File: src/rtl/vlk_pkg.sv
// Shared definitions for the video timing lock checker.
// Assumes: error bit positions below are the ones software reads.
package vlk_pkg;
    localparam int NERR  = 5;
    localparam int ERR_H = 0;
    localparam int ERR_V = 1;
    localparam int ERR_A = 2;
    localparam int ERR_D = 3;
    localparam int ERR_C = 4;

    typedef logic [NERR-1:0] err_vec_t;

    typedef enum logic {
        LK_IDLE  = 1'b0,
        LK_CHECK = 1'b1
    } lk_state_t;
endpackage

File: src/rtl/vlk_sync_in.sv
// Two-flop synchronizer with polarity normalization and edge detection
// for N independent pins. Assumes pins are asynchronous to clk.
// All lanes have identical latency, so relative alignment is preserved.
module vlk_sync_in #(
    parameter int N = 3
) (
    input  logic         clk,
    input  logic         rst_n,
    input  logic [N-1:0] pin,
    input  logic [N-1:0] pol,
    output logic [N-1:0] lvl,
    output logic [N-1:0] rise,
    output logic [N-1:0] fall
);
    for (genvar i = 0; i < N; i++) begin : g_lane
        logic s1_q, s2_q, prev_q;

        // capture the pin, normalized to active-high, and keep one history bit
        always_ff @(posedge clk) begin
            if (!rst_n) begin
                s1_q   <= 1'b0;
                s2_q   <= 1'b0;
                prev_q <= 1'b0;
            end else begin
                s1_q   <= pin[i] ^ pol[i];
                s2_q   <= s1_q;
                prev_q <= s2_q;
            end
        end

        assign lvl[i]  = s2_q;
        assign rise[i] = s2_q & ~prev_q;
        assign fall[i] = ~s2_q & prev_q;
    end
endmodule

File: src/rtl/vlk_hcheck.sv
// Horizontal checker: tracks pixel position since the last horizontal
// sync leading edge and validates sync width and line period.
// Assumes: normalized active-high sync from vlk_sync_in.
module vlk_hcheck #(
    parameter int HW = 12
) (
    input  logic          clk,
    input  logic          rst_n,
    input  logic          hs_lvl,
    input  logic          hs_rise,
    input  logic [HW-1:0] h_pw,
    input  logic [HW-1:0] h_bp,
    input  logic [HW-1:0] h_act,
    input  logic [HW-1:0] h_fp,
    output logic          h_valid,
    output logic          h_err,
    output logic          h_active
);
    localparam int PW = HW + 2;

    logic [PW-1:0] htotal, act_lo, act_hi, cur_pos, pos_q;
    logic          hvalid_q, chk, too_long, bad_period, bad_level;

    // derived line geometry
    always_comb begin
        act_lo = PW'(h_pw) + PW'(h_bp);
        act_hi = act_lo + PW'(h_act);
        htotal = act_hi + PW'(h_fp);
    end

    // current position and the three horizontal fault conditions
    always_comb begin
        cur_pos    = hs_rise ? '0 : pos_q;
        chk        = hvalid_q | hs_rise;
        too_long   = hvalid_q & ~hs_rise & (pos_q == htotal);
        bad_period = hvalid_q & hs_rise & (pos_q != htotal);
        bad_level  = chk & (hs_lvl != (cur_pos < PW'(h_pw)));
        h_err      = too_long | bad_period | bad_level;
        h_active   = chk & (cur_pos >= act_lo) & (cur_pos < act_hi);
        h_valid    = chk;
    end

    // position counter; restarts on every leading edge, stops on a missing one
    always_ff @(posedge clk) begin
        if (!rst_n) begin
            hvalid_q <= 1'b0;
            pos_q    <= '0;
        end else if (hs_rise) begin
            hvalid_q <= 1'b1;
            pos_q    <= PW'(1);
        end else if (too_long) begin
            hvalid_q <= 1'b0;
        end else if (hvalid_q) begin
            pos_q    <= pos_q + PW'(1);
        end
    end


    missing_edge_stop_chk: assert property (@(posedge clk) disable iff (!rst_n)
        too_long |=> !hvalid_q);


    edge_validates_chk: assert property (@(posedge clk) disable iff (!rst_n)
        hs_rise |=> (hvalid_q && pos_q == PW'(1)));
endmodule

File: src/rtl/vlk_vcheck.sv
// Vertical checker: counts horizontal sync leading edges from an aligned
// frame start, validates vertical sync width in lines, frame length and
// edge alignment. Assumes normalized syncs with equal latency.
module vlk_vcheck #(
    parameter int VW = 11
) (
    input  logic          clk,
    input  logic          rst_n,
    input  logic          hs_rise,
    input  logic          vs_lvl,
    input  logic          vs_rise,
    input  logic          vs_fall,
    input  logic [VW-1:0] v_pw,
    input  logic [VW-1:0] v_bp,
    input  logic [VW-1:0] v_act,
    input  logic [VW-1:0] v_fp,
    output logic          v_valid,
    output logic          v_err,
    output logic          a_err,
    output logic          v_active,
    output logic          fstart
);
    localparam int LW = VW + 2;

    logic [LW-1:0] vtotal, act_lo, act_hi, lcur, lpos_q, lidx_q;
    logic          vvalid_q, chk, bad_total, too_long, bad_level, misalign;

    // derived frame geometry
    always_comb begin
        act_lo = LW'(v_pw) + LW'(v_bp);
        act_hi = act_lo + LW'(v_act);
        vtotal = act_hi + LW'(v_fp);
    end

    // line-level fault conditions, evaluated on horizontal leading edges
    always_comb begin
        fstart    = vs_rise & hs_rise;
        misalign  = (vs_rise | vs_fall) & ~hs_rise;
        lcur      = fstart ? '0 : lpos_q;
        chk       = hs_rise & (vvalid_q | fstart);
        bad_total = fstart & vvalid_q & (lpos_q != vtotal);
        too_long  = hs_rise & ~fstart & vvalid_q & (lpos_q == vtotal);
        bad_level = chk & (vs_lvl != (lcur < LW'(v_pw)));
        v_err     = bad_total | too_long | bad_level;
        a_err     = misalign;
        v_active  = vvalid_q & (lidx_q >= act_lo) & (lidx_q < act_hi);
        v_valid   = vvalid_q;
    end

    // line counter and frame-valid flag
    always_ff @(posedge clk) begin
        if (!rst_n) begin
            vvalid_q <= 1'b0;
            lpos_q   <= '0;
            lidx_q   <= '0;
        end else if (misalign) begin
            vvalid_q <= 1'b0;
        end else if (hs_rise) begin
            lidx_q <= lcur;
            lpos_q <= lcur + LW'(1);
            if (fstart)
                vvalid_q <= 1'b1;
            else if (too_long)
                vvalid_q <= 1'b0;
        end
    end


    misalign_drop_chk: assert property (@(posedge clk) disable iff (!rst_n)
        (vs_rise && !hs_rise) |=> !vvalid_q);


    frame_start_index_chk: assert property (@(posedge clk) disable iff (!rst_n)
        fstart |=> (vvalid_q && lidx_q == '0));
endmodule

File: src/rtl/video_timing_lock.sv
// Top of the video timing lock checker. Synchronizes the pins, runs the
// horizontal and vertical checkers, checks data-enable, keeps sticky error
// bits and sequences lock. Assumes timing inputs are quasi-static.
module video_timing_lock
    import vlk_pkg::*;
#(
    parameter int HW = 12,
    parameter int VW = 11
) (
    input  logic          clk,
    input  logic          rst_n,
    input  logic          hs_pin,
    input  logic          vs_pin,
    input  logic          de_pin,
    input  logic          hs_pol,
    input  logic          vs_pol,
    input  logic          de_mode,
    input  logic [HW-1:0] h_pw,
    input  logic [HW-1:0] h_bp,
    input  logic [HW-1:0] h_act,
    input  logic [HW-1:0] h_fp,
    input  logic [VW-1:0] v_pw,
    input  logic [VW-1:0] v_bp,
    input  logic [VW-1:0] v_act,
    input  logic [VW-1:0] v_fp,
    input  logic          err_clr,
    output logic          locked,
    output logic [4:0]    err_status,
    output logic          frame_start,
    output logic          line_start
);
    logic [2:0] lvl, rise, fall;
    logic       h_valid, h_err, h_active;
    logic       v_valid, v_err, a_err, v_active, fstart;
    logic       cfg_bad, de_err, err_any;
    err_vec_t   err_now, sticky_q;
    lk_state_t  st_q;
    logic       locked_q;

    vlk_sync_in #(.N(3)) u_sync (
        .clk  (clk),
        .rst_n(rst_n),
        .pin  ({de_pin, vs_pin, hs_pin}),
        .pol  ({1'b0, vs_pol, hs_pol}),
        .lvl  (lvl),
        .rise (rise),
        .fall (fall)
    );

    vlk_hcheck #(.HW(HW)) u_h (
        .clk     (clk),
        .rst_n   (rst_n),
        .hs_lvl  (lvl[0]),
        .hs_rise (rise[0]),
        .h_pw    (h_pw),
        .h_bp    (h_bp),
        .h_act   (h_act),
        .h_fp    (h_fp),
        .h_valid (h_valid),
        .h_err   (h_err),
        .h_active(h_active)
    );

    vlk_vcheck #(.VW(VW)) u_v (
        .clk     (clk),
        .rst_n   (rst_n),
        .hs_rise (rise[0]),
        .vs_lvl  (lvl[1]),
        .vs_rise (rise[1]),
        .vs_fall (fall[1]),
        .v_pw    (v_pw),
        .v_bp    (v_bp),
        .v_act   (v_act),
        .v_fp    (v_fp),
        .v_valid (v_valid),
        .v_err   (v_err),
        .a_err   (a_err),
        .v_active(v_active),
        .fstart  (fstart)
    );

    // collect this cycle's faults into one vector
    always_comb begin
        cfg_bad = (h_pw == '0) | (h_act == '0) | (v_pw == '0) | (v_act == '0);
        de_err  = de_mode & h_valid & v_valid & (lvl[2] != (h_active & v_active));
        err_now        = '0;
        err_now[ERR_H] = h_err;
        err_now[ERR_V] = v_err;
        err_now[ERR_A] = a_err;
        err_now[ERR_D] = de_err;
        err_now[ERR_C] = cfg_bad;
        err_any = |err_now;
    end

    // sticky error bits; new faults win over a clear in the same cycle
    always_ff @(posedge clk) begin
        if (!rst_n)
            sticky_q <= '0;
        else
            sticky_q <= (err_clr ? '0 : sticky_q) | err_now;
    end

    // lock sequencer: arm on a clean frame start, lock on the next one
    always_ff @(posedge clk) begin
        if (!rst_n) begin
            st_q     <= LK_IDLE;
            locked_q <= 1'b0;
        end else if (err_any) begin
            st_q     <= LK_IDLE;
            locked_q <= 1'b0;
        end else if (fstart) begin
            if (st_q == LK_CHECK)
                locked_q <= 1'b1;
            st_q <= LK_CHECK;
        end
    end

    assign locked      = locked_q;
    assign err_status  = sticky_q;
    assign frame_start = fstart;
    assign line_start  = rise[0];


    err_drops_lock_chk: assert property (@(posedge clk) disable iff (!rst_n)
        err_any |=> !locked);


    cfg_blocks_lock_chk: assert property (@(posedge clk) disable iff (!rst_n)
        cfg_bad |=> (!locked && err_status[ERR_C]));


    sticky_hold_chk: assert property (@(posedge clk) disable iff (!rst_n)
        !err_clr |=> ((err_status & $past(err_status)) == $past(err_status)));


    lock_on_frame_chk: assert property (@(posedge clk) disable iff (!rst_n)
        $rose(locked) |-> $past(frame_start));
endmodule

File: config.mk
export PLATFORM = sky130hd
export DESIGN_NAME = video_timing_lock
export DESIGN_NICKNAME = d
export VERILOG_FILES = /design/src/rtl/vlk_pkg.sv /design/src/rtl/vlk_sync_in.sv /design/src/rtl/vlk_hcheck.sv /design/src/rtl/vlk_vcheck.sv /design/src/rtl/video_timing_lock.sv
export SDC_FILE = /design/constraint.sdc
export NUM_CORES = 1
export LEC_CHECK = 0
export BUFFER_PORTS_ARGS = -buffer_cell sky130_fd_sc_hd__clkbuf_2
export CAP_MARGIN = 20
export CORE_MARGIN = 1.5
export CORE_UTILIZATION = 40
export DETAILED_ROUTE_END_ITERATION = 8
export PLACE_DENSITY_LB_ADDON = 0.2
export SLEW_MARGIN = 20
export SYNTH_ARGS = -nofsm -noshare
export SYNTH_HDL_FRONTEND = slang
export SYNTH_SLANG_ARGS = --single-unit
File: constraint.sdc
create_clock -name clk -period 7.23 [get_ports clk]
set_clock_uncertainty 0.1 [all_clocks]
set_input_delay 0.3615 -clock clk [delete_from_list [all_inputs] [get_ports clk]]
set_output_delay 0.3615 -clock clk [all_outputs]
set_load 0.02 [all_outputs]
**Word-level counts from Yosys, hierarchy flattened**

Index checks and enable logic that the tools add are counted.

- Bitwise logic cells: 46
- Multiply operators: 0
- Shift operators: 0
- $lt $le $gt $ge: 6
- Divide/modulo/power cells: 0
- Muxes and demuxes: 10
- Reduce and logical (&&, ||, !) cells: 15
- Add/sub/neg operators: 8
- Equality and inequality tests: 8

Operators by type and width:

| kind | number |
|---|---|
| 14-bit by 12-bit adder with 14-bit output | 2 |
| 13-bit by 11-bit adder with 13-bit output | 2 |
| 1-bit AND | 25 |
| 12-bit zero test | 2 |
| 11-bit zero test | 2 |
| 14-bit by 1-bit adder with 14-bit output, second input constant | 1 |
| 14-bit equality test | 1 |
| 14-bit greater-or-equal comparator | 1 |
| 14-bit by 12-bit < comparator with 1-bit output | 1 |
| 14-bit < comparator | 1 |
| 14-bit two-way mux | 1 |
| 14-bit inequality test | 1 |
| 12-bit by 12-bit adder with 13-bit output | 1 |
| 13-bit by 1-bit adder with 13-bit output, second input constant | 1 |
| 13-bit equality test | 1 |
| 13-bit greater-or-equal comparator | 1 |
| 13-bit by 11-bit < comparator with 1-bit output | 1 |
| 13-bit < comparator | 1 |
| 13-bit two-way mux | 1 |
| 13-bit inequality test | 1 |
| 11-bit by 11-bit adder with 12-bit output | 1 |
| 1-bit OR | 10 |
| 2-bit AND reduction | 5 |
| 1-bit inverter | 8 |
| other kinds (9) | 21 |

- Bits in registers: 57
- Bits in read-only memories: 0
- Logic and storage cells: 110
- Bits in latches: 0
- RAM bits: 0
- Memories kept: 0

**Longest topological paths before layout**

Gate-level depths: netlist of run 1.

- Depth after elaboration: 10
- Depth in mapped cells: 29
- Gate-level depth less buffers: 29

**Modules after synthesis**

A second synthesis of run 1 with hierarchy kept.

- Cells, all modules: 1012
- Area total of the unflattened synthesis: 8075.2 um^2

Modules (own cells, without submodules):

| module | cells an instance | times used | sequential area each (um^2) | area an instance (um^2) |
|---|---|---|---|---|
| vlk_vcheck | 465 | 1 | 540.5 | 3698.5 |
| vlk_hcheck | 473 | 1 | 300.3 | 3663.5 |
| video_timing_lock | 44 | 1 | 140.1 | 390.4 |
| vlk_sync_in | 30 | 1 | 180.2 | 322.8 |

**Worst setup path after synthesis of run 1**

OpenSTA, ideal clock, no wires.

- Kind: input -> register
- Start point: input port h_pw[1]
- End point: register locked_q (netlist: locked)
- Arrival time: 5.296 ns
- Setup time: 0.132 ns
- Cell stages on the path: 25
- Path slack: 1.702 ns
- Required time: 6.998 ns
- Cells stage by stage: ha_1 a21o_1 a21oi_1 o21bai_1 a21oi_1 nor2b_1 o21a_1 o21ai_0 a21oi_1 nor2_1 xnor2_1 ha_1 and4_1 and2_2 a211oi_1 xnor2_1 ha_1 or4_1 o21ai_1 xor2_1 or4_4 o21a_1 or3_1 a31oi_2 a2111oi_1

- Cells in the longest elaborated chain, start to end: 8
- Elaborated cells on any way between the ends: 24
- Classes of those cells: add/sub: 3; order compare: 3; eq/ne: 4; bitwise: 12; reduce/logical: 2

Ends and longest elaborated chain:

| item | RTL line | text |
|---|---|---|
| from (decl) | video_timing_lock.sv:18 | `input logic [HW-1:0] h_pw,` |
| 12-bit by 12-bit adder with 13-bit output | vlk_hcheck.sv:26 | `act_lo = PW'(h_pw) + PW'(h_bp);` |
| 14-bit by 12-bit adder with 14-bit output or 14-bit greater-or-equal comparator (tied branches) | vlk_hcheck.sv:27, vlk_hcheck.sv:39 |  |
| 14-bit by 12-bit adder with 14-bit output, or another cell as far along | vlk_hcheck.sv:28 | `htotal = act_hi + PW'(h_fp);` |
| 14-bit equality test, or another cell as far along | vlk_hcheck.sv:35 | `too_long = hvalid_q & ~hs_rise & (pos_q == htotal);` |
| 1-bit AND (on tied branches) | vlk_hcheck.sv:35, video_timing_lock.sv:85, vlk_hcheck.sv:36 |  |
| 1-bit OR or 1-bit inequality test (tied branches) | vlk_hcheck.sv:38, video_timing_lock.sv:85 |  |
| 1-bit OR or 1-bit AND (tied branches) | vlk_hcheck.sv:38, video_timing_lock.sv:85 |  |
| 6-bit OR reduction (no line) (*) | n/a |  |
| to (signal assigned) | video_timing_lock.sv:107 | `locked_q <= 1'b0;` |
| to (signal assigned) | video_timing_lock.sv:110 | `locked_q <= 1'b0;` |
| to (signal assigned) | video_timing_lock.sv:113 | `locked_q <= 1'b1;` |
| to (decl) | video_timing_lock.sv:38 | `logic locked_q;` |

Mark *: on every way between the ends. The rest lies on a longest branch, timed or not.
A chain may end at the register's enable or synchronous reset.

**Worst setup path in the final report of run 1**

- Start point: input port v_pw[0]
- End point: register st_q

- Cells in the longest elaborated chain, start to end: 8
- Elaborated cells on any way between the ends: 23
- Classes of those cells: add/sub: 3; order compare: 3; eq/ne: 4; bitwise: 11; reduce/logical: 2

Ends and longest elaborated chain:

| item | RTL line | text |
|---|---|---|
| from (decl) | video_timing_lock.sv:22 | `input logic [VW-1:0] v_pw,` |
| 11-bit by 11-bit adder with 12-bit output | vlk_vcheck.sv:30 | `act_lo = LW'(v_pw) + LW'(v_bp);` |
| 13-bit by 11-bit adder with 13-bit output or 13-bit greater-or-equal comparator (tied branches) | vlk_vcheck.sv:31, vlk_vcheck.sv:46 |  |
| 13-bit by 11-bit adder with 13-bit output, or another cell as far along | vlk_vcheck.sv:32 | `vtotal = act_hi + LW'(v_fp);` |
| 13-bit inequality test, or another cell as far along | vlk_vcheck.sv:41 | `bad_total = fstart & vvalid_q & (lpos_q != vtotal);` |
| 1-bit AND (on tied branches) | vlk_vcheck.sv:41, vlk_vcheck.sv:42, video_timing_lock.sv:85 |  |
| 1-bit OR or 1-bit inequality test (tied branches) | vlk_vcheck.sv:44, video_timing_lock.sv:85 |  |
| 1-bit OR or 1-bit AND (tied branches) | vlk_vcheck.sv:44, video_timing_lock.sv:85 |  |
| 6-bit OR reduction (no line) (*) | n/a |  |
| to (signal assigned) | video_timing_lock.sv:106 | `st_q <= LK_IDLE;` |
| to (signal assigned) | video_timing_lock.sv:109 | `st_q <= LK_IDLE;` |
| to (signal assigned) | video_timing_lock.sv:114 | `st_q <= LK_CHECK;` |
| to (decl) | video_timing_lock.sv:37 | `lk_state_t st_q;` |

Marks and branches as above.

==> flow_summary_export.csv, run 1 <==
group,metric,value,unit
power_and_ir_drop,power,0.002188,W
grt,first_global_vias,7519,
power_and_ir_drop,peakVddDrop,0.1146,mV
setup_path,cp_slowest_cell,"a31oi_1",
setup_path,cpPeakStageDelay,0.45,ns
clocking,clock-root-buffer,"clkbuf_16",
clocking,cts_setup_buffers,0,
worst_hold_path,hold_class,"in2reg",
route,vias,7995,
setup_path,crit_path_start_kind,"input port",
route,viasPerCell,5.595,
grt,grt_usage,22.20,%
setup_path,path_max_fanout,6,
setup_path,r2r_slack,3.30,ns
route,first_pass_iters,5,
setup_path,r2r-start,"u_sync.g_lane[0].s2_q",
finish,seqCellArea,0.001141,mm^2
clocking,htreeDepth,3,
grt,grt-ovfl-total,0,
route,drc_errors,0,
setup_path,startpoint,"v_pw[0]",
clocking,clk_pin_slew,0.06,ns
finish,area_delta_synth_final,13.16,%
place,hpwl,19.95,mm
synthesis,synth_edf_count,0,
finish,antenna_cells_inserted,0,
synthesis,synth_seq_area_share,13.75,%
floorplan,ios,109,
synthesis,ys.flop_type,"dfxtp_1",
synthesis,synth_seq_cells,57,
route,ant_nets,0,
synthesis,synth_nets,1317,
finish,final_cell_mix,"ha_1 (145), clkbuf_2 (108), inv_1 (94)",
place,place_congestion,0.9186,
setup_path,r2r_end,"st_q",
clocking,clkSinkCount,57,
timing,slew_headroom,46.37,%
floorplan,coreArea,0.02030,mm^2
timing,postLayoutSetupSlackWorst,1.060,ns
clocking,hold_buffers,0,
clocking,cts_tree,"done",
finish,multi_input_area,0.006671,mm^2
synthesis,synth_cell_types,81,
grt,antenna_found_initial,0,
setup_path,required,7.34,ns
finish,final_common_cell,"ha_1",
clocking,insertion_delay,0.32,ns
route,postRouteWirelength,23.79,mm
finish,nNetsFinal,1406,
synthesis,synth-async-reset-ratio,0,%
finish,final_cell_area,0.009390,mm^2
timing,finalHoldViolCount,0,
grt,grt_pass1_wl,38.61,mm
clocking,cts-resized-gates,0,
floorplan,rows,52,
clocking,cts.path.max_buffers,2,
setup_path,crit_end,"st_q",
place,post-place-ws,0.8671,ns
setup_path,crit_path_end_kind,"register",
timing,worstMarginPinSlew,0.8045,ns
synthesis,syn_avg_cell_area,7.792,um^2
finish,postLayoutCoreUtil,46.26,%
timing,rsz0062_at_grt,"no",
route,drtIter0Drc,466,
setup_path,worst_r2r_path_depth,13,
timing,setup_viol,0,
finish,fill_cells,2095,
clocking,cts_inserted_buffers,9,
floorplan,start_util,40.88,%
timing,min_period,6.170,ns
outcome,outcome,"finished clean",
grt,grt_start_max_net_pins,35,
timing,drv_slew,0,
floorplan,die_h,147.0,um
synthesis,syn-cell-area,0.008298,mm^2
place,numPortBuffers,108,
power_and_ir_drop,p_leak,4.485,nW
flow_run,maxCapViolations,0,
synthesis,yosys_warnings,0,
timing,fmax,0.1621,GHz
route,wl_per_cell,16.65,um
timing,fin_crit_sh,85.34,%
synthesis,syn-instance-count,1065,
floorplan,design.die.area,0.02162,mm^2
floorplan,die_w,147.0,um
power_and_ir_drop,p_per_area,233.0,mW/mm^2
timing,fin_tns_setup,0,ns
place,placed_area,0.009062,mm^2
setup_path,arrival,6.28,ns
finish,drive_gt1_share,13.03,%
setup_path,crit_type,"in2reg",
-- cell usage after synthesis, types with 14 or more instances --
cell | count | area share, %
o21ai_0 | 49 | 3.0
ha_1 | 145 | 22
a21oi_1 | 69 | 4.2
o21a_1 | 17 | 1.5
xnor2_1 | 64 | 6.8
nor3_1 | 20 | 1.2
nand2_1 | 61 | 2.8
dfxtp_1 | 57 | 14
inv_1 | 94 | 4.3
nor2_1 | 67 | 3.0
clkbuf_1 | 26 | 1.2
nand3_1 | 25 | 1.5
nor4_1 | 14 | 1.1
a211oi_1 | 18 | 1.6
nand4_1 | 19 | 1.4
xor2_1 | 27 | 2.8
a21o_1 | 29 | 2.6
and2_1 | 43 | 3.2
-- cells by family after synthesis --
logic type      count (synthesis)  share of synthesized area (%)
compound gates                311                          26.03
xor+xnor                       92                          9.801
fa+ha+maj                     151                          23.31
buf+inv                       128                          5.850
flops                          57                          13.75
mux                             7                         0.8444
simple gates                  319                          20.42
-- registers in the layout (all words and copies together) (netlist names) --
| name | flops |
|---|---|
| err_status | 5 |
| u_sync.g_lane.prev_q | 2 |
| st_q | 1 |
| u_v.lidx_q | 13 |
| locked | 1 |
| u_v.v_valid | 1 |
| u_h.pos_q | 14 |
| u_sync.g_lane.s1_q | 3 |
| u_sync.g_lane.s2_q | 3 |
| u_h.hvalid_q | 1 |
| u_v.lpos_q | 13 |
-- report_power, final --
| group | switching, W | internal [W] |
|---|---|---|
| registers | 0.00000674 | 0.000319 |
| logic | 0.000809 | 0.000583 |
| clock network | 0.000166 | 0.000305 |
| total | 0.000981 | 0.00121 |
-- per-stage QoR --
stage	cells	hold slack, ns
floorplan	1065	0.3119
global placement	1413	0.3154
detailed placement	1413	0.3193
CTS	1429	0.1404
global route	1429	0.1384
finish	1429	0.1451
-- metal layers --
| layer | routed length, um | vias to the layer above | track usage (%) |
|---|---|---|---|
| li1 | - | 4080 | - |
| met1 | 11860 | 3716 | 32.46 |
| met2 | 10570 | 176 | 35.59 |
| met3 | 993 | 23 | 2.329 |
| met4 | 370 | 0 | 3.750 |
| met5 | 0 | - | 0 |
-- area by class of cell --
cell class                 instances  share of cell area (%)
clock inverter                     7                   1.093
tap                              270                   3.598
clock buffer                       9                   2.398
multi-input combinational        880                   71.05
sequential                        57                   12.15
timing repair buffer             109                   5.836
inverter                          97                   3.877
-- worst min-delay path by stage --
stage / to / start / slack [ns] / depth (start not counted)
after CTS: u_sync.g_lane[2].s1_q / de_pin / 0.14 / 2
after global routing: u_sync.g_lane[2].s1_q / de_pin / 0.14 / 2
after global placement: u_sync.g_lane[1].s2_q / u_sync.g_lane[1].s1_q / 0.32 / 1
after floorplan: u_sync.g_lane[0].s2_q / u_sync.g_lane[0].s1_q / 0.31 / 1
final: u_sync.g_lane[2].s1_q / de_pin / 0.15 / 2
after detailed placement: u_sync.g_lane[1].s2_q / u_sync.g_lane[1].s1_q / 0.32 / 1
-- critical path: cells and delay by family --
kind	cells	cell delay (ns)
AOI/OAI and AO/OA	15	3.31
xor gates and xnor gates	2	0.39
adders and majority gates	4	1.36
buffers and inverters	1	0.11
muxes	1	0.25
and+or+nand+nor	2	0.47
No activity file was read; power rests on OpenSTA's default activity.
==> run 2, diff against run 1 <==
- PLACE_DENSITY: not set -> 0.65
- PLACE_DENSITY_LB_ADDON: 0.2 -> not set
- clock period: 7.23 -> 6 ns (I/O delays scaled with it)
==> run 2 against run 1 <==
Effect of this change: count of clock-buffer cells in the layout is the same; register-to-register slack worse by 1.1 ns; setup slack worse by 0.72 ns; cell count up 1.4%; utilization up 0.73 points; global-route usage grew 0.18 points; sequential cell count is the same; total power grew 22%; final area rose by 1.6%; sequential share of layout area down 0.19 points; critical path type unchanged; largest cell class unchanged.
==> flow_summary_export.csv, run 2 (same netlist as run 1, synthesis figures left out) <==
group,metric,value,unit
finish,drive_gt1_share,14.84,%
setup_path,cp.depth,26,
setup_path,r2r-start,"u_sync.g_lane[0].s2_q",
route,vias,8115,
grt,grt_start_max_net_pins,35,
grt,grt_pass1_wl,38.78,mm
setup_path,critPathTopFamily,"simple AND/OR/NAND/NOR gates",
setup_path,required,6.11,ns
grt,antenna_found_initial,0,
clocking,insertion_delay,0.34,ns
floorplan,start_util,40.88,%
timing,slew_headroom,53.51,%
grt,grt-ovfl-total,0,
finish,area_delta_synth_final,14.94,%
route,drtIter0Drc,448,
outcome,outcome,"finished clean",
clocking,clock-root-buffer,"clkbuf_16",
finish,regMostFlops,"u_h.pos_q",
place,placed_area,0.009213,mm^2
grt,first_global_vias,7502,
grt,grt_usage,22.38,%
route,first_pass_iters,5,
setup_path,crit_path_end_kind,"register",
setup_path,crit_type,"in2reg",
place,place_congestion,0.9439,
setup_path,worst_r2r_path_depth,13,
setup_path,path_max_fanout,5,
finish,final_cell_area,0.009538,mm^2
timing,drv_slew,0,
route,ant_nets,0,
finish,final_common_cell,"ha_1",
timing,min_period,5.663,ns
timing,finalHoldViolCount,0,
floorplan,die_h,147.0,um
clocking,cts_setup_buffers,0,
setup_path,crit_end,"locked",
clocking,cts-resized-gates,0,
clocking,hold_buffers,0,
setup_path,arrival,5.77,ns
floorplan,rows,52,
timing,fin_crit_sh,94.38,%
clocking,cts_tree,"done",
power_and_ir_drop,p_per_area,279.3,mW/mm^2
setup_path,crit_path_start_kind,"input port",
place,post-place-ws,-0.07647,ns
clocking,clk_pin_slew,0.06,ns
setup_path,cpPeakStageDelay,0.51,ns
finish,seqCellArea,0.001141,mm^2
finish,postLayoutCoreUtil,46.99,%
timing,worstMarginPinSlew,0.6973,ns
finish,multi_input_area,0.006693,mm^2
floorplan,ios,109,
floorplan,die_w,147.0,um
finish,reg_top3,"u_h.pos_q (14), u_v.lidx_q (13), u_v.lpos_q (13)",
floorplan,design.die.area,0.02162,mm^2
setup_path,startpoint,"h_pw[0]",
route,drc_errors,0,
power_and_ir_drop,p_leak,4.565,nW
worst_hold_path,hold_class,"in2reg",
clocking,cts_inserted_buffers,9,
timing,setup_viol,0,
finish,largest_reg_flops,14,
floorplan,coreArea,0.02030,mm^2
power_and_ir_drop,peakVddDrop,0.1552,mV
finish,final_cell_mix,"ha_1 (145), clkbuf_2 (108), inv_1 (94)",
finish,antenna_cells_inserted,0,
route,postRouteWirelength,23.76,mm
timing,postLayoutSetupSlackWorst,0.3374,ns
timing,fmax,0.1766,GHz
clocking,htreeDepth,3,
place,numPortBuffers,108,
setup_path,r2r_slack,2.18,ns
setup_path,path_buf_inv,2,
setup_path,path_common_cell,"ha_1",
route,wl_per_cell,16.40,um
route,viasPerCell,5.600,
setup_path,r2r_end,"locked",
setup_path,cp_slowest_cell,"or4b_1",
clocking,clkSinkCount,57,
finish,fill_cells,2074,
flow_run,maxCapViolations,0,
clocking,cts.path.max_buffers,2,
place,hpwl,20.02,mm
finish,nNetsFinal,1426,
## run 2: cell types whose count changed in the layout (fill, tap and decap cells not counted), sizes merged
| cell | previous run | this run |
|---|---|---|
| buf | 1 | 21 |
| clkinvlp | 1 | 3 |
| bufinv | 2 | 1 |
| clkinv | 2 | 1 |
## run 2: per-layer routing
| layer | share of wire (%) | routed length, um | track usage [%] | vias to the layer above |
|---|---|---|---|---|
| met3 | 4.3 | 1027 | 2.919 | 43 |
| met2 | 45 | 10640 | 35.73 | 224 |
| met5 | 0 | 0 | 0 | - |
| li1 | - | - | - | 4117 |
| met1 | 48 | 11370 | 31.17 | 3731 |
| met4 | 3.0 | 724 | 7.250 | 0 |
## run 2: layout make-up
type | count | share of cell area [%]
clock buffer | 9 | 2.361
clock inverter | 7 | 0.8264
inverter | 97 | 3.817
multi-input combinational | 880 | 70.17
sequential | 57 | 11.96
tap | 270 | 3.542
timing repair buffer | 129 | 7.320
## run 2: per-stage QoR
| stage | total power, W | std cells | hold slack (ns) | TNS, ns |
|---|---|---|---|---|
| 2_1_floorplan | 0.001691 | 1065 | 0.3119 | 0 |
| 6_report | 0.002664 | 1449 | 0.06798 | 0 |
| 3_5_place_dp | 0.002107 | 1433 | 0.3257 | -0.1287 |
| 5_1_grt | 0.002895 | 1449 | 0.06429 | -0.004725 |
| 3_3_place_gp | 0.002102 | 1433 | 0.3216 | -0.1662 |
| 4_1_cts | 0.002642 | 1449 | 0.05643 | 0 |
## run 2: worst min-delay path by stage
stage	startpoint	endpoint	depth (start not counted)
after floorplan	u_sync.g_lane[0].s1_q	u_sync.g_lane[0].s2_q	1
after global placement	u_sync.g_lane[0].s1_q	u_sync.g_lane[0].s2_q	1
after detailed placement	u_sync.g_lane[0].s1_q	u_sync.g_lane[0].s2_q	1
after CTS	de_pin	u_sync.g_lane[2].s1_q	2
after global routing	de_pin	u_sync.g_lane[2].s1_q	2
final	de_pin	u_sync.g_lane[2].s1_q	2
## run 2: report_power, final
group / internal, W / switching [W]
Clock: 0.000324 / 0.000196
Sequential: 0.000385 / 0.00000821
Combinational: 0.000758 / 0.000992
==> run 3, diff against run 2 <==
- CORE_ASPECT_RATIO: not set -> 0.9
- PLACE_DENSITY: 0.65 -> 0.6
- REMOVE_ABC_BUFFERS: not set -> 1
==> run 3 against run 2 <==
Effect of this change: first-iteration DRC count grew 4.5%; sequential power is essentially flat; critical path depth is the same; die area is essentially flat; count of clock-buffer cells in the layout is the same; total power grew 1.9%; critical endpoint is now st_q; global-route usage shrank 0.33 points; via count shrank 1.4%; largest cell class unchanged.
==> flow_summary_export.csv, run 3 (same netlist as run 1, synthesis figures left out) <==
group,metric,value,unit
outcome,outcome,"finished clean",
worst_hold_path,hold_class,"in2reg",
grt,antenna_found_initial,0,
flow_run,maxCapViolations,0,
setup_path,r2r_end,"st_q",
finish,largest_reg_flops,14,
timing,hold_slack,0.07925,ns
setup_path,r2r-start,"u_sync.g_lane[0].s2_q",
finish,antenna_cells_inserted,0,
power_and_ir_drop,peakVddDrop,0.1786,mV
power_and_ir_drop,seqPwrFrac,14.5,%
route,ant_nets,0,
finish,regMostFlops,"u_h.pos_q",
floorplan,die_w,154.8,um
clocking,clkSinkCount,57,
floorplan,rows,49,
setup_path,worst_r2r_path_depth,13,
route,vias,8000,
finish,area_delta_synth_final,16.00,%
setup_path,arrival,5.79,ns
power_and_ir_drop,p_sw,0.001189,W
setup_path,path_max_fanout,5,
grt,grt_start_max_net_pins,35,
route,wl_per_cell,16.64,um
grt,first_global_vias,7381,
timing,finalHoldViolCount,0,
finish,final_cell_mix,"ha_1 (145), clkbuf_2 (108), inv_1 (94)",
clocking,cts_inserted_buffers,9,
timing,postLayoutSetupSlackWorst,0.3121,ns
timing,fin_crit_sh,94.80,%
power_and_ir_drop,power_frac_clock,20.6,%
floorplan,die_h,139.6,um
place,place_congestion,0.9000,
place,numPortBuffers,108,
timing,rsz0062_at_grt,"yes",
clocking,insertion_delay,0.33,ns
clocking,cts.path.max_buffers,2,
finish,postLayoutCoreUtil,47.72,%
finish,final_common_cell,"ha_1",
timing,setup_viol,0,
power_and_ir_drop,p_per_area,282.0,mW/mm^2
setup_path,required,6.10,ns
clocking,htreeDepth,3,
setup_path,crit_path_end_kind,"register",
setup_path,crit_type,"in2reg",
setup_path,startpoint,"h_pw[0]",
floorplan,design.die.area,0.02162,mm^2
timing,worstMarginPinSlew,0.7941,ns
route,drtIter0Drc,468,
finish,fill_cells,2027,
clocking,hold_buffers,0,
floorplan,ios,109,
finish,final_cell_area,0.009625,mm^2
route,postRouteWirelength,23.96,mm
finish,multi_input_area,0.006730,mm^2
place,placed_area,0.009224,mm^2
finish,drive_gt1_share,15.70,%
power_and_ir_drop,power_frac_comb,64.9,%
power_and_ir_drop,swShare,43.81,%
floorplan,coreArea,0.02017,mm^2
clocking,clock-root-buffer,"clkbuf_16",
finish,nNetsFinal,1432,
grt,grt-ovfl-total,0,
timing,slew_headroom,47.06,%
route,first_pass_iters,5,
finish,reg_top3,"u_h.pos_q (14), u_v.lidx_q (13), u_v.lpos_q (13)",
finish,seqCellArea,0.001141,mm^2
route,viasPerCell,5.556,
floorplan,start_util,41.14,%
timing,min_period,5.688,ns
timing,drv_slew,0,
place,hpwl,20.15,mm
power_and_ir_drop,p_leak,4.630,nW
setup_path,crit_path_start_kind,"input port",
setup_path,crit_end,"st_q",
timing,fmax,0.1758,GHz
route,drc_errors,0,
grt,grt_pass1_wl,38.32,mm
place,post-place-ws,-0.02887,ns
clocking,clk_pin_slew,0.05,ns
setup_path,r2r_slack,1.56,ns
clocking,cts_tree,"done",
power_and_ir_drop,internal_power,0.001525,W
grt,grt_usage,22.05,%
[run 3: cell type report]
type,instances,share of cell area (%)
flip-flops and latches,57,11.85
clock inverters,7,1.066
multi-input cells,880,69.92
well taps,255,3.315
inverters,97,3.783
repair buffers,135,7.721
clock buffers,9,2.340
[run 3: power groups by stage]
| stage | Sequential [W] | Combinational (W) | Clock [W] |
|---|---|---|---|
| finish | 0.000393 | 0.00176 | 0.000560 |
| global route | 0.000394 | 0.00197 | 0.000584 |
| CTS | 0.000393 | 0.00173 | 0.000564 |
| detailed placement | 0.000401 | 0.00171 | 0 |
| global placement | 0.000401 | 0.00171 | 0 |
| floorplan | 0.000399 | 0.00128 | 0 |
[run 3: worst min path at each step]
stage | startpoint | to | slack, ns | cells past startpoint
after global routing | de_pin | u_sync.g_lane[2].s1_q | 0.10 | 2
after detailed placement | u_sync.g_lane[2].s1_q | u_sync.g_lane[2].s2_q | 0.32 | 1
final | de_pin | u_sync.g_lane[2].s1_q | 0.08 | 2
after floorplan | u_sync.g_lane[0].s1_q | u_sync.g_lane[0].s2_q | 0.31 | 1
after CTS | de_pin | u_sync.g_lane[2].s1_q | 0.07 | 2
after global placement | u_sync.g_lane[1].s1_q | u_sync.g_lane[1].s2_q | 0.31 | 1
[run 3: per-stage QoR]
step / TNS (ns) / std cells / total power (W)
4_1_cts: 0 / 1438 / 0.002683
3_3_place_gp: 0 / 1422 / 0.002109
3_5_place_dp: -0.03792 / 1422 / 0.002113
6_report: 0 / 1440 / 0.002714
5_1_grt: -0.02833 / 1440 / 0.002951
2_1_floorplan: 0 / 1034 / 0.001682
[run 3: critical path, cell delays in order]
cell,delay (ns)
clkbuf_2,0.11
ha_1,0.21
inv_1,0.07
fa_1,0.21
nor2b_2,0.06
o31a_4,0.29
nor4_4,0.23
nor2_1,0.08
nor2_1,0.15
o21bai_1,0.08
a21oi_1,0.17
xnor2_1,0.19
ha_1,0.33
and4_1,0.23
and2_2,0.21
a211oi_2,0.24
xnor2_1,0.14
ha_1,0.22
or4_1,0.50
o21ai_1,0.18
xor2_1,0.10
or4_4,0.54
o21a_1,0.22
o21ai_2,0.17
a31oi_4,0.14
a2111oi_1,0.41
[run 3: metal layers]
| metal | wire length [um] | GRT usage, % |
|---|---|---|
| met5 | 0 | 0 |
| met4 | 268 | 4.200 |
| met3 | 1344 | 2.491 |
| met2 | 9579 | 31.44 |
| met1 | 12770 | 35.00 |
[run 3: timing repair]
item / CTS / global route
buffers inserted: 0 / 2
gates resized for setup: 0 / 11
endpoints found under the setup margin: 0 / 9
